$ cat src/rtl/sync_hunt_pkg.sv
package sync_hunt_pkg;

  typedef enum logic [1:0] {
    HUNT_IDLE   = 2'd0,
    HUNT_FIRST  = 2'd1,
    HUNT_SECOND = 2'd2
  } huntState_e;

  // strobes sent from control to datapath, one set per cycle
  typedef struct packed {
    logic fwd;
    logic drop;
    logic irq;
  } huntStrobe_t;

  localparam logic [3:0] MODE_MONO = 4'b0000;
  localparam logic [3:0] MODE_BI   = 4'b0100;

endpackage

$ cat src/rtl/sync_hunt_ctrl.sv
module sync_hunt_ctrl
  import sync_hunt_pkg::*;
#(
  parameter int ctrlW     = 8,
  parameter int enableBit = 0,
  parameter int huntBit   = 4
) (
  input  logic             clk,
  input  logic             rstN,
  input  logic             chanReset,
  input  logic [3:0]       modeField,
  input  logic             ctrlWe,
  input  logic [ctrlW-1:0] ctrlData,
  input  logic             dropSync,
  input  logic             statPending,
  input  logic             rxValid,
  input  logic             match1,
  input  logic             match2,
  output huntStrobe_t      strobe,
  output logic             inHunt,
  output logic             syncPinN
);

  huntState_e state, nextState;
  logic isSync, isBi, huntReq;

  assign isBi    = (modeField == MODE_BI);
  assign isSync  = (modeField == MODE_MONO) || isBi;
  assign huntReq = ctrlWe && ctrlData[enableBit] && ctrlData[huntBit];

  always_comb begin
    strobe    = '0;
    nextState = state;
    // the received character is judged by the current state first
    if (rxValid) begin
      unique case (state)
        HUNT_IDLE: strobe.fwd = 1'b1;
        HUNT_FIRST: begin
          if (match1 && isBi) begin
            strobe.drop = 1'b1;
            nextState   = HUNT_SECOND;
          end else if (match1) begin
            strobe.fwd  = !dropSync;
            strobe.drop = dropSync;
            strobe.irq  = !statPending;
            nextState   = HUNT_IDLE;
          end else begin
            strobe.drop = 1'b1;
          end
        end
        HUNT_SECOND: begin
          if (match2) begin
            strobe.fwd  = !dropSync;
            strobe.drop = dropSync;
            strobe.irq  = !statPending;
            nextState   = HUNT_IDLE;
          end else begin
            strobe.drop = 1'b1;
            nextState   = HUNT_FIRST;
          end
        end
        default: strobe.fwd = 1'b1;
      endcase
    end
    // commands override afterwards
    if (chanReset || !isSync) begin
      nextState = HUNT_IDLE;
    end else if (huntReq) begin
      nextState = HUNT_FIRST;
    end
  end

  always_ff @(posedge clk or negedge rstN) begin
    if (!rstN) begin
      state    <= HUNT_IDLE;
      syncPinN <= 1'b1;
    end else begin
      state    <= nextState;
      syncPinN <= (nextState == HUNT_IDLE);
    end
  end

  assign inHunt = (state != HUNT_IDLE);


  hunt_entry_chk: assert property (@(posedge clk) disable iff (!rstN)
    (huntReq && isSync && !chanReset) |=> (inHunt && !syncPinN));


  leave_to_idle_chk: assert property (@(posedge clk) disable iff (!rstN)
    (chanReset || !isSync) |=> (!inHunt && syncPinN));


  second_miss_chk: assert property (@(posedge clk) disable iff (!rstN)
    (state == HUNT_SECOND && rxValid && !match2 && !chanReset && isSync && !huntReq)
      |=> (state == HUNT_FIRST));

endmodule

$ cat src/rtl/sync_hunt_datapath.sv
module sync_hunt_datapath
  import sync_hunt_pkg::*;
#(
  parameter int charW = 8
) (
  input  logic             clk,
  input  logic             rstN,
  input  logic             rxValid,
  input  logic [charW-1:0] rxChar,
  input  logic [charW-1:0] syncChar1,
  input  logic [charW-1:0] syncChar2,
  input  huntStrobe_t      strobe,
  output logic             match1,
  output logic             match2,
  output logic             fwdValid,
  output logic             dropValid,
  output logic             statIrq,
  output logic [charW-1:0] fwdChar
);

  assign match1 = (rxChar == syncChar1);
  assign match2 = (rxChar == syncChar2);

  always_ff @(posedge clk or negedge rstN) begin
    if (!rstN) begin
      fwdValid  <= 1'b0;
      dropValid <= 1'b0;
      statIrq   <= 1'b0;
      fwdChar   <= '0;
    end else begin
      fwdValid  <= strobe.fwd;
      dropValid <= strobe.drop;
      statIrq   <= strobe.irq;
      if (strobe.fwd) fwdChar <= rxChar;
    end
  end


  one_decision_chk: assert property (@(posedge clk) disable iff (!rstN)
    $onehot0({fwdValid, dropValid}));


  every_char_decided_chk: assert property (@(posedge clk) disable iff (!rstN)
    rxValid |=> (fwdValid || dropValid));


  no_spurious_decision_chk: assert property (@(posedge clk) disable iff (!rstN)
    !rxValid |=> (!fwdValid && !dropValid));


  fwd_data_chk: assert property (@(posedge clk) disable iff (!rstN)
    (rxValid && strobe.fwd) |=> (fwdChar == $past(rxChar)));

endmodule

$ cat src/rtl/sync_hunt.sv
module sync_hunt
  import sync_hunt_pkg::*;
#(
  parameter int charW     = 8,
  parameter int ctrlW     = 8,
  parameter int enableBit = 0,
  parameter int huntBit   = 4
) (
  input  logic             clk,
  input  logic             rstN,
  input  logic             chanReset,
  input  logic [3:0]       modeField,
  input  logic             ctrlWe,
  input  logic [ctrlW-1:0] ctrlData,
  input  logic [charW-1:0] syncChar1,
  input  logic [charW-1:0] syncChar2,
  input  logic             dropSync,
  input  logic             statPending,
  input  logic             rxValid,
  input  logic [charW-1:0] rxChar,
  output logic             inHunt,
  output logic             syncPinN,
  output logic             statIrq,
  output logic             fwdValid,
  output logic             dropValid,
  output logic [charW-1:0] fwdChar
);

  huntStrobe_t strobe;
  logic match1, match2;

  sync_hunt_ctrl #(
    .ctrlW(ctrlW), .enableBit(enableBit), .huntBit(huntBit)
  ) ctrlInst (
    .clk(clk), .rstN(rstN), .chanReset(chanReset), .modeField(modeField),
    .ctrlWe(ctrlWe), .ctrlData(ctrlData), .dropSync(dropSync),
    .statPending(statPending), .rxValid(rxValid), .match1(match1),
    .match2(match2), .strobe(strobe), .inHunt(inHunt), .syncPinN(syncPinN)
  );

  sync_hunt_datapath #(.charW(charW)) dpInst (
    .clk(clk), .rstN(rstN), .rxValid(rxValid), .rxChar(rxChar),
    .syncChar1(syncChar1), .syncChar2(syncChar2), .strobe(strobe),
    .match1(match1), .match2(match2), .fwdValid(fwdValid),
    .dropValid(dropValid), .statIrq(statIrq), .fwdChar(fwdChar)
  );


  irq_source_chk: assert property (@(posedge clk) disable iff (!rstN)
    statIrq |-> ($past(rxValid) && $past(inHunt) && !$past(statPending)));


  irq_pulse_chk: assert property (@(posedge clk) disable iff (!rstN)
    (statIrq && !$past(ctrlWe)) |=> !statIrq);

endmodule

$ cat config.mk
export PLATFORM = sky130hd
export DESIGN_NAME = sync_hunt
export DESIGN_NICKNAME = d
export VERILOG_FILES = /design/src/rtl/sync_hunt_pkg.sv /design/src/rtl/sync_hunt_ctrl.sv /design/src/rtl/sync_hunt_datapath.sv /design/src/rtl/sync_hunt.sv
export SDC_FILE = /design/constraint.sdc
export NUM_CORES = 1
export LEC_CHECK = 0
export BUFFER_PORTS_ARGS = -buffer_cell sky130_fd_sc_hd__buf_4
export CORE_MARGIN = 2
export CORE_UTILIZATION = 45
export CTS_CLUSTER_DIAMETER = 80
export DETAILED_ROUTE_END_ITERATION = 6
export GPL_TIMING_DRIVEN = 0
export MAX_ROUTING_LAYER = met4
export PLACE_DENSITY = 0.87
export SYNTH_ARGS = -nofsm -noshare
export SYNTH_HDL_FRONTEND = slang
export SYNTH_SLANG_ARGS = --single-unit
$ cat constraint.sdc
create_clock -name clk -period 2.94 [get_ports clk]
set_input_delay 0.147 -clock clk [delete_from_list [all_inputs] [get_ports clk]]
set_output_delay 0.147 -clock clk [all_outputs]
set_load 0.01 [all_outputs]
==> impl_metrics.yaml <==
power:
  power_density_mw_per_mm2: 356
  p_switching_mw: 0.127
  ir_drop_mv: 0.269
  p_int_mw: 0.351
  power_frac_comb_pct: 26.1
  power_mw: 0.478
  seq_power_share_pct: 44.2
  clkPwrFrac_pct: 29.8
  leakage_nw: 0.631
  switching_share_pct: 26.5
yosys:
  synth_ff_type: "dfrtp_1"
  yosysWarnings: 0
  synth.avg_cell_area_sq_um: 11.3
  post-synth-top-area-fraction_pct: 36.9
  synth_area_leader_cell: "dfrtp_1"
  synth-seq-cells: 14
  synth_most_common_cell: "xor2_1"
  synth_top_cells_by_count: "16 x xor2_1, 13 x dfrtp_1, 5 x inv_1, 5 x mux2_2"
  synthArstFlopShare_pct: 100
  synth_nets: 124
  synthCells: 78
  seq_area_frac_synth_pct: 39.9
  synth_cell_types: 27
  ys_top_cells_by_area: "dfrtp_1 37%, xor2_1 16%, mux2_2 6.4%"
  synth_edf_count: 0
  synthesis.area_sq_um: 882
place:
  dp_cells: 154
  gp_congestion: 0.826
  io_buffers: 49
  dp_hpwl_microns: 1750
  pre_cts_slack_ns: 1.03
  dpl-instance-area_sq_mm: 0.00128
clocking:
  h-tree-depth: 1
  cts_buffers: 3
  cts_tree: "done"
  clock-sinks: 14
  cts_buffer_depth: 2
  clk_transition_reported_paths_ns: 0.09
  cts_resized: 0
  clkLatencyLatePin_ns: 0.29
  clockRootBuffer: "clkbuf_4"
floorplanning:
  core_sq_mm: 0.00190
  die_x_microns: 48.3
  die_h_microns: 48.3
  io_pins: 56
  core.rowCount: 16
  die-area_sq_mm: 0.00233
  start_util_pct: 46.4
setup_path:
  cp.required_ns: 3.12
  cp_max_fo: 9
  r2r_cells: 6
  end_kind: "register"
  cp_cell_sequence: "inv_1 > ha_1 > nand2b_1 > nand2b_1 > o211ai_4 > mux2_2"
  crit_slowest_cell: "dfrtp_1"
  rr_startpoint: "ctrlInst.state[1]"
  r2r-end: "dpInst.fwdChar[5]"
  arrival_ns: 2.02
  max_stage_delay_ns: 0.39
  worstSetupStartpoint: "ctrlInst.state[1]"
  crit_top_cell: "nand2b_1"
  start_kind: "register"
  path_class: "register to register"
  r2r_setup_slack_ns: 1.10
timing:
  hold_viol: 0
  worstMarginPinSlew_ns: 0.530
  fin_crit_sh_pct: 62.6
  setup_violations: 0
  setup_slack_ns: 1.10
  timing.slew.headroom_pct: 64.2
  slew_violations: 0
  finalCriticalPeriod_ns: 1.84
  whs_ns: 0.108
  grt_setup_unrepaired: "false"
  fin_skew_ns: 0.00442
  fmax_mhz: 543
  fin_setup_tns_ns: 0
job:
  max_cap_viol_count: 0
cells_and_area:
  area_growth_pct: 51.9
  fillerInstances: 154
  fin_cells: 160
  nets: 180
  regArea_sq_um: 352
  post-route-util_pct: 70.5
  multi_input_area_sq_um: 512
  stdcell_area_sq_mm: 0.00134
  n_antenna_cell: 0
  drive_above_1_share_pct: 47.4
route:
  drtAntennaViolNets: 0
  routed_via_density: 5.09
  drt_wl_total_microns: 2240
  wl_per_cell_microns: 14.0
  drt_iter0_drc: 25
  vias: 814
  drcViolationCount: 0
  first_pass_iters: 4
grt:
  grt_pass1_vias: 724
  grt_max_degree: 15
  antenna_found_initial: 0
  gr-usage-all-layers_pct: 21.4
  grt_pass1_wl_microns: 3190
  overflow: 0
worst_hold_path:
  hold-path-cell-count: 2
  hold_start: "rxChar[2]"
  min_path_type: "primary input to register"
  whs_endpoint: "dpInst.fwdChar[2]"
status:
  outcome: "finished clean"
==> state kept, by name, summed over array words and instances, names as in the netlist <==
name / flops
dpInst.dropValid: 1
dpInst.fwdValid: 1
ctrlInst.state: 2
dpInst.statIrq: 1
ctrlInst.syncPinN: 1
dpInst.fwdChar: 8
==> power groups by stage <==
stage | Sequential, mW | Clock [mW] | Combinational [mW]
final | 0.211 | 0.142 | 0.124
after global routing | 0.213 | 0.155 | 0.134
after CTS | 0.211 | 0.145 | 0.126
after detailed placement | 0.215 | 0 | 0.122
after global placement | 0.214 | 0 | 0.119
after floorplan | 0.220 | 0 | 0.0422
==> area by class of cell <==
| type | instances | share of cell area [%] |
|---|---|---|
| multi-input combinational | 59 | 38.2 |
| timing repair buffer | 51 | 28.9 |
| sequential | 14 | 26.2 |
| clock buffer | 4 | 2.71 |
| tap | 27 | 2.52 |
| inverter | 5 | 1.40 |
==> cell families after synthesis <==
kind of cell    share of synthesized area (%)
fa+ha+maj                                4.26
mux                                      10.2
compound gates                           10.8
xor+xnor                                 15.9
buf+inv                                  2.13
simple gates                             16.9
flops                                    39.9
==> placed cells by master (no fill, tap or decap), drive strengths merged, types with 2 or more instances in the layout <==
cell type / netlist / layout
inv: 5 / 5
nor2: 2 / 2
nand2b: 3 / 3
ha: 3 / 3
mux2: 8 / 8
xor2: 16 / 16
buf: 0 / 49
nand2: 5 / 5
nor4: 6 / 6
o21ai: 2 / 2
dlygate4sd3: 0 / 2
dfrtp: 13 / 13
a31oi: 2 / 2
clkbuf: 0 / 4
==> metal layers <==
metal  track usage (%)  part of all wire, %
met3              4.44                  5.6
met1              24.3                   36
met4              9.73                  2.3
met5                 -                    0
met2              35.8                   56
==> worst max-delay path: cells and delay by family (launching register included) <==
kind	cells	cell delay, ns
buf+inv	1	0.11
fa+ha+maj	1	0.24
flops	1	0.39
compound gates	1	0.34
mux	1	0.38
simple gates	2	0.28
==> repair_timing <==
item,in CTS,in global routing
endpoints found under the setup margin,0,0
endpoints found under the hold margin,15,0
hold buffers,2,0
buffers inserted,0,0
==> how the worst max path moves through the flow <==
stage | slack, ns | endpoint | depth (start not counted)
2_1_floorplan | 1.33 | dpInst.fwdChar[0] | 6
3_3_place_gp | 1.05 | dpInst.fwdChar[7] | 6
3_5_place_dp | 1.03 | dpInst.fwdChar[4] | 6
4_1_cts | 1.10 | dpInst.fwdChar[5] | 6
5_1_grt | 1.02 | dpInst.fwdChar[5] | 6
6_report | 1.10 | dpInst.fwdChar[5] | 6
Power figures use the tool's default switching activity.
